**src/rtl/sio_pkg.sv**
```systemverilog
package sio_pkg;
  localparam int MODE_W = 4;
  localparam int MODE_COUNT_BIT = 0;
  localparam int MODE_SO_BIT = 3;

  typedef struct packed {
    logic shiftEn;
    logic countEn;
    logic xchgEn;
    logic counterMode;
    logic soEnable;
    logic cycPhase;
  } sioStrobes_t;
endpackage

```
**src/rtl/sio_ctrl.sv**
```systemverilog
module sio_ctrl
  import sio_pkg::*;
#(
  parameter int SYNC_STAGES = 2
) (
  input  logic              clk,
  input  logic              rst,
  input  logic              cycStrobe,
  input  logic              modeLoad,
  input  logic [MODE_W-1:0] modeData,
  input  logic              xchg,
  input  logic              siPin,
  output sioStrobes_t       strb,
  output logic              siBit
);
  logic [SYNC_STAGES-1:0] syncQ;
  logic siSync;
  logic siPrev;
  logic [MODE_W-1:0] modePend;
  logic [MODE_W-1:0] modeAct;
  logic counterMode;

  generate
    if (SYNC_STAGES > 1) begin : g_chain
      always_ff @(posedge clk) begin
        if (rst) syncQ <= '0;
        else     syncQ <= {syncQ[SYNC_STAGES-2:0], siPin};
      end
    end else begin : g_single
      always_ff @(posedge clk) begin
        if (rst) syncQ <= '0;
        else     syncQ <= siPin;
      end
    end
  endgenerate

  assign siSync = syncQ[SYNC_STAGES-1];

  always_ff @(posedge clk) begin
    if (rst) begin
      siPrev   <= 1'b0;
      modePend <= '0;
      modeAct  <= '0;
    end else begin
      if (modeLoad)  modePend <= modeData;
      if (cycStrobe) begin
        siPrev  <= siSync;
        modeAct <= modePend;
      end
    end
  end

  assign counterMode      = modeAct[MODE_COUNT_BIT];
  assign strb.counterMode = counterMode;
  assign strb.soEnable    = modeAct[MODE_SO_BIT];
  assign strb.cycPhase    = cycStrobe;
  assign strb.xchgEn      = xchg;
  assign strb.shiftEn     = cycStrobe & ~counterMode & ~xchg;
  assign strb.countEn     = cycStrobe & counterMode & ~xchg & siPrev & ~siSync;
  assign siBit            = siSync;

  assert_one_op_R6: assert property (@(posedge clk) disable iff (rst)
    $onehot0({strb.shiftEn, strb.countEn, strb.xchgEn}));

  assert_mode_hold_R10: assert property (@(posedge clk) disable iff (rst)
    !cycStrobe |=> $stable(modeAct));

  assert_mode_take_R10: assert property (@(posedge clk) disable iff (rst)
    cycStrobe |=> modeAct == $past(modePend));

  assert_edge_once_R3: assert property (@(posedge clk) disable iff (rst)
    strb.countEn |=> !strb.countEn);
endmodule

```
**src/rtl/sio_datapath.sv**
```systemverilog
module sio_datapath
  import sio_pkg::*;
#(
  parameter int DATA_W = 4
) (
  input  logic              clk,
  input  logic              rst,
  input  sioStrobes_t       strb,
  input  logic              siBit,
  input  logic [DATA_W-1:0] accIn,
  input  logic              carryIn,
  output logic [DATA_W-1:0] regOut,
  output logic              soPin,
  output logic              skPin
);
  logic [DATA_W-1:0] dataReg;
  logic skLatch;

  always_ff @(posedge clk) begin
    if (rst) begin
      dataReg <= '0;
      skLatch <= 1'b0;
    end else if (strb.xchgEn) begin
      dataReg <= accIn;
      skLatch <= carryIn;
    end else if (strb.shiftEn) begin
      dataReg <= {dataReg[DATA_W-2:0], siBit};
    end else if (strb.countEn) begin
      dataReg <= dataReg - DATA_W'(1);
    end
  end

  assign regOut = dataReg;
  assign soPin  = strb.counterMode ? strb.soEnable
                                   : (strb.soEnable & dataReg[DATA_W-1]);
  assign skPin  = skLatch & (strb.counterMode | strb.cycPhase);

  assert_count_dec_R2: assert property (@(posedge clk) disable iff (rst)
    strb.countEn |=> dataReg == $past(dataReg) - DATA_W'(1));

  assert_shift_left_R4: assert property (@(posedge clk) disable iff (rst)
    strb.shiftEn |=> dataReg == {$past(dataReg[DATA_W-2:0]), $past(siBit)});

  assert_xchg_load_R6: assert property (@(posedge clk) disable iff (rst)
    strb.xchgEn |=> (dataReg == $past(accIn)) && (skLatch == $past(carryIn)));

  assert_idle_hold_R12: assert property (@(posedge clk) disable iff (rst)
    !(strb.xchgEn | strb.shiftEn | strb.countEn) |=> $stable(dataReg));

  assert_sk_low_R8: assert property (@(posedge clk) disable iff (rst)
    !skLatch |-> !skPin);

  assert_reset_R11: assert property (@(posedge clk)
    $past(rst) |-> (dataReg == '0) && !soPin && !skPin);
endmodule

```
**src/rtl/sio_unit.sv**
```systemverilog
module sio_unit
  import sio_pkg::*;
#(
  parameter int DATA_W      = 4,
  parameter int SYNC_STAGES = 2
) (
  input  logic              clk,
  input  logic              rst,
  input  logic              cycStrobe,
  input  logic              modeLoad,
  input  logic [MODE_W-1:0] modeData,
  input  logic              xchg,
  input  logic [DATA_W-1:0] accIn,
  input  logic              carryIn,
  output logic [DATA_W-1:0] regOut,
  input  logic              siPin,
  output logic              soPin,
  output logic              skPin
);
  sioStrobes_t strb;
  logic siBit;

  sio_ctrl #(.SYNC_STAGES(SYNC_STAGES)) u_ctrl (
    .clk(clk), .rst(rst), .cycStrobe(cycStrobe), .modeLoad(modeLoad),
    .modeData(modeData), .xchg(xchg), .siPin(siPin),
    .strb(strb), .siBit(siBit)
  );

  sio_datapath #(.DATA_W(DATA_W)) u_dp (
    .clk(clk), .rst(rst), .strb(strb), .siBit(siBit), .accIn(accIn),
    .carryIn(carryIn), .regOut(regOut), .soPin(soPin), .skPin(skPin)
  );
endmodule

```
**config.mk**
```make
export PLATFORM = sky130hd
export DESIGN_NAME = sio_unit
export DESIGN_NICKNAME = d
export VERILOG_FILES = /design/src/rtl/sio_pkg.sv /design/src/rtl/sio_ctrl.sv /design/src/rtl/sio_datapath.sv /design/src/rtl/sio_unit.sv
export SDC_FILE = /design/constraint.sdc
export NUM_CORES = 1
export LEC_CHECK = 0
export ABC_CLOCK_PERIOD_IN_PS = 1500
export BUFFER_PORTS_ARGS = -buffer_cell sky130_fd_sc_hd__buf_2
export CORE_MARGIN = 4
export CORE_UTILIZATION = 35
export CTS_BUF_LIST = sky130_fd_sc_hd__clkbuf_8 sky130_fd_sc_hd__clkbuf_16
export CTS_CLUSTER_DIAMETER = 60
export CTS_CLUSTER_SIZE = 8
export DETAILED_ROUTE_END_ITERATION = 10
export PLACE_DENSITY_LB_ADDON = 0.25
export REMOVE_ABC_BUFFERS = 1
export SETUP_SLACK_MARGIN = 0.1
export SLEW_MARGIN = 40
export SYNTH_ARGS = -nofsm -noshare
export SYNTH_HDL_FRONTEND = slang
export SYNTH_SLANG_ARGS = --single-unit
```
**constraint.sdc**
```tcl
create_clock -name clk -period 1.5 [get_ports clk]
set_input_delay 0.15 -clock clk [delete_from_list [all_inputs] [get_ports clk]]
set_output_delay 0.15 -clock clk [all_outputs]
set_load 0.05 [all_outputs]
```
==> impl_metrics.yaml <==
power:
  cellLeakagePower_uw: 0.000366
  power.ir.vdd_worst_uv: 778
  p_per_area_mw_per_mm2: 1100
  finalPower_uw: 870
synth:
  synth_top_flop_cell: "dfxtp_1"
  yosysSeqAreaShare_pct: 38.9
  synth.cell_area_um2: 618
  postSynthAreaPerCell_um2: 9.09
  synth.ff_latch_count: 12
  number_of_enable_type_register_cells_in_the_synthesized_netlist: 0
  yosys_warnings: 0
  post_synth_inst_count: 68
  asyncSetResetFlopFracSynth_pct: 0
  distinct_cell_type_count_of_the_synthesized_netlist: 31
sta:
  fin_tns_setup_ps: 0
  timing_worst_slew_pin_value_ps: 429
  setup_viol: 0
  fmaxAchievable_mhz: 751
  final.min_clock_period_ps: 1330
  worst_slew_margin_rel_pct: 71.4
  finalHoldViolCount: 0
  timing.final.max_slew_violations: 0
  skew_ps: 4.58
  rsz0062_at_grt: "yes"
  layout_worst_path_cycle_share_pct: 88.8
  setup_slack_ps: 168
clocking:
  cts_root_buffer: "clkbuf_8"
  holdBufCountCts: 0
  clock_sinks: 12
  clock_tree.buffer_depth: 2
  tritoncts.num_buffers: 3
  worst_setup_hold_path_clk_slew_ps: 60
  htreeDepth: 1
  clk_latency_ps: 240
  cts_setup_buffers: 0
  cts_tree: "yes"
routing:
  remaining_drc_errors: 0
  wl_per_cell_um: 11.5
  finalWirelength_mm: 1.30
  route.vias.total: 548
  post_drt_via_cell_ratio: 4.85
  first_iter_violations: 4
  ant_nets: 0
  drt-pass1-iter-count: 4
place:
  post-place-ws_ps: 144
  place_hpwl_um: 958
  buffer_ports.inserted: 18
  gp_congestion: 0.795
  dp_cells: 109
global_route:
  via_count_of_the_first_global_routing_pass: 513
  groute.usage.overall_pct: 12.0
  wire_length_of_the_first_global_routing_pass_mm: 2.26
  grt-ovfl-total: 0
  grt_start_max_net_pins: 14
  antenna_violations_before_repair: 0
final_layout:
  drive_gt1_share_pct: 33.7
  instances_no_fill: 113
  num-fill-cells: 162
  area_growth_pct: 28.5
  insertedDiodeCount: 0
  finalCoreUtilization_pct: 49.8
  net_count_reported_at_finish: 106
floorplan:
  num_io_pins: 21
  core_mm2: 0.00159
  floorplan.initialDensity_pct: 38.8
  placement_rows: 14
  die_height_um: 50.0
  die_area_mm2: 0.00250
  die_x_um: 50.0
critical_path:
  cp_data_required_time_ps: 1670
  kind_of_start_point_of_the_critical_path: "flip-flop"
  crit_arrival_ps: 1500
  worst-setup-path-type: "reg2reg"
  path_max_fanout: 2
  end_kind: "flip-flop"
run_status:
  status: "complete, no violations"
run:
  timing.max_cap.violations: 0
min_path:
  hp-class: "in2reg"
## cell type report
class,count,area (µm²),share of cell area [%]
inverter,5,18.8,2.36
tap,24,30.0,3.78
multi-input combinational,47,337,42.4
timing repair buffer,21,113,14.2
sequential,12,241,30.4
clock buffer,4,55.1,6.93
## kinds of logic (layout without fill, tap and decap cells)
kind of cell | after synthesis | in the layout | share of synthesized area (%)
adder cells (fa/ha/maj) | 1 | 1 | 2.02
AND/OR/NAND/NOR | 20 | 20 | 17.8
flip-flops | 12 | 12 | 38.9
multiplexers | 7 | 7 | 12.1
AO/OA/AOI/OAI | 19 | 19 | 21.7
buffers and inverters | 9 | 30 | 7.49
## power breakdown
part	total [µW]	switching, µW	internal [µW]	leakage, µW
combinational	163	95.2	67.7	0.000238
clock	355	123	232	0.0000288
sequential	353	14.1	338	0.0000992
total	870	232	638	0.000366
## path summary, 6_finish.rpt
kind	start	to	slack [ps]	cells after the start
min	siPin	u_ctrl.syncQ[0]	140	2
max	u_dp.regOut[0]	u_dp.regOut[1]	170	5
max reg2reg	u_dp.regOut[0]	u_dp.regOut[1]	170	5
min reg2reg	u_ctrl.syncQ[0]	u_ctrl.syncQ[1]	450	1
## state kept, by name, summed over array words and instances, names as in the netlist
| signal | cells |
|---|---|
| u_ctrl.modeAct | 2 |
| u_ctrl.modePend | 2 |
| u_ctrl.siPrev | 1 |
| u_ctrl.syncQ | 2 |
| u_dp.regOut | 4 |
| u_dp.skLatch | 1 |
## critical path, cell delays in order (launching register included)
cell and delay (ps):
dfxtp_2 320, inv_1 50, ha_1 280, mux2_4 250
a21o_1 180, a211oi_2 190
## Yosys cell counts (all sizes together) (2+ instances only)
| master | instances | share of area [%] |
|---|---|---|
| a211oi | 2 | 3.2 |
| dfxtp | 12 | 39 |
| o21a | 3 | 3.6 |
| nor2b | 2 | 2.0 |
| buf | 4 | 4.5 |
| inv | 5 | 3.0 |
| nor2 | 6 | 3.6 |
| nand2 | 2 | 1.2 |
| a21oi | 4 | 3.2 |
| nand2b | 3 | 4.3 |
| mux2i | 6 | 9.7 |
| o21ai | 3 | 2.4 |
| nor3 | 3 | 2.4 |
## layer usage
| layer | up-vias | global-route usage, % | wire length, µm |
|---|---|---|---|
| met5 | - | 0 | 0 |
| met4 | 0 | 5.53 | 17 |
| met3 | 2 | 5.72 | 83 |
| met2 | 13 | 18.7 | 601 |
| met1 | 250 | 13.6 | 601 |
| li1 | 283 | - | - |
## layout by cell type, fill, tap and decap left out, types with 3 or more instances in the layout
| cell | n |
|---|---|
| mux2i_1 | 6 |
| o21ai_0 | 3 |
| buf_2 | 18 |
| buf_4 | 3 |
| inv_1 | 5 |
| o21a_1 | 3 |
| dfxtp_1 | 11 |
| a21oi_1 | 4 |
| nor3_1 | 3 |
| clkbuf_8 | 4 |
| nor2_1 | 6 |
## stage by stage
step | area [µm²] | hold WS [ps]
after floorplan | 591 | 215
after global placement | 733 | 366
after detailed placement | 733 | 387
after CTS | 788 | 133
after global routing | 795 | 171
final | 795 | 135
## repair_timing
| item | CTS | global route |
|---|---|---|
| endpoints found under the setup margin | 0 | 2 |
| endpoints found under the hold margin | 0 | 0 |
| gates resized for setup | 0 | 2 |
Note: power is estimated with default switching activity, not from simulation.
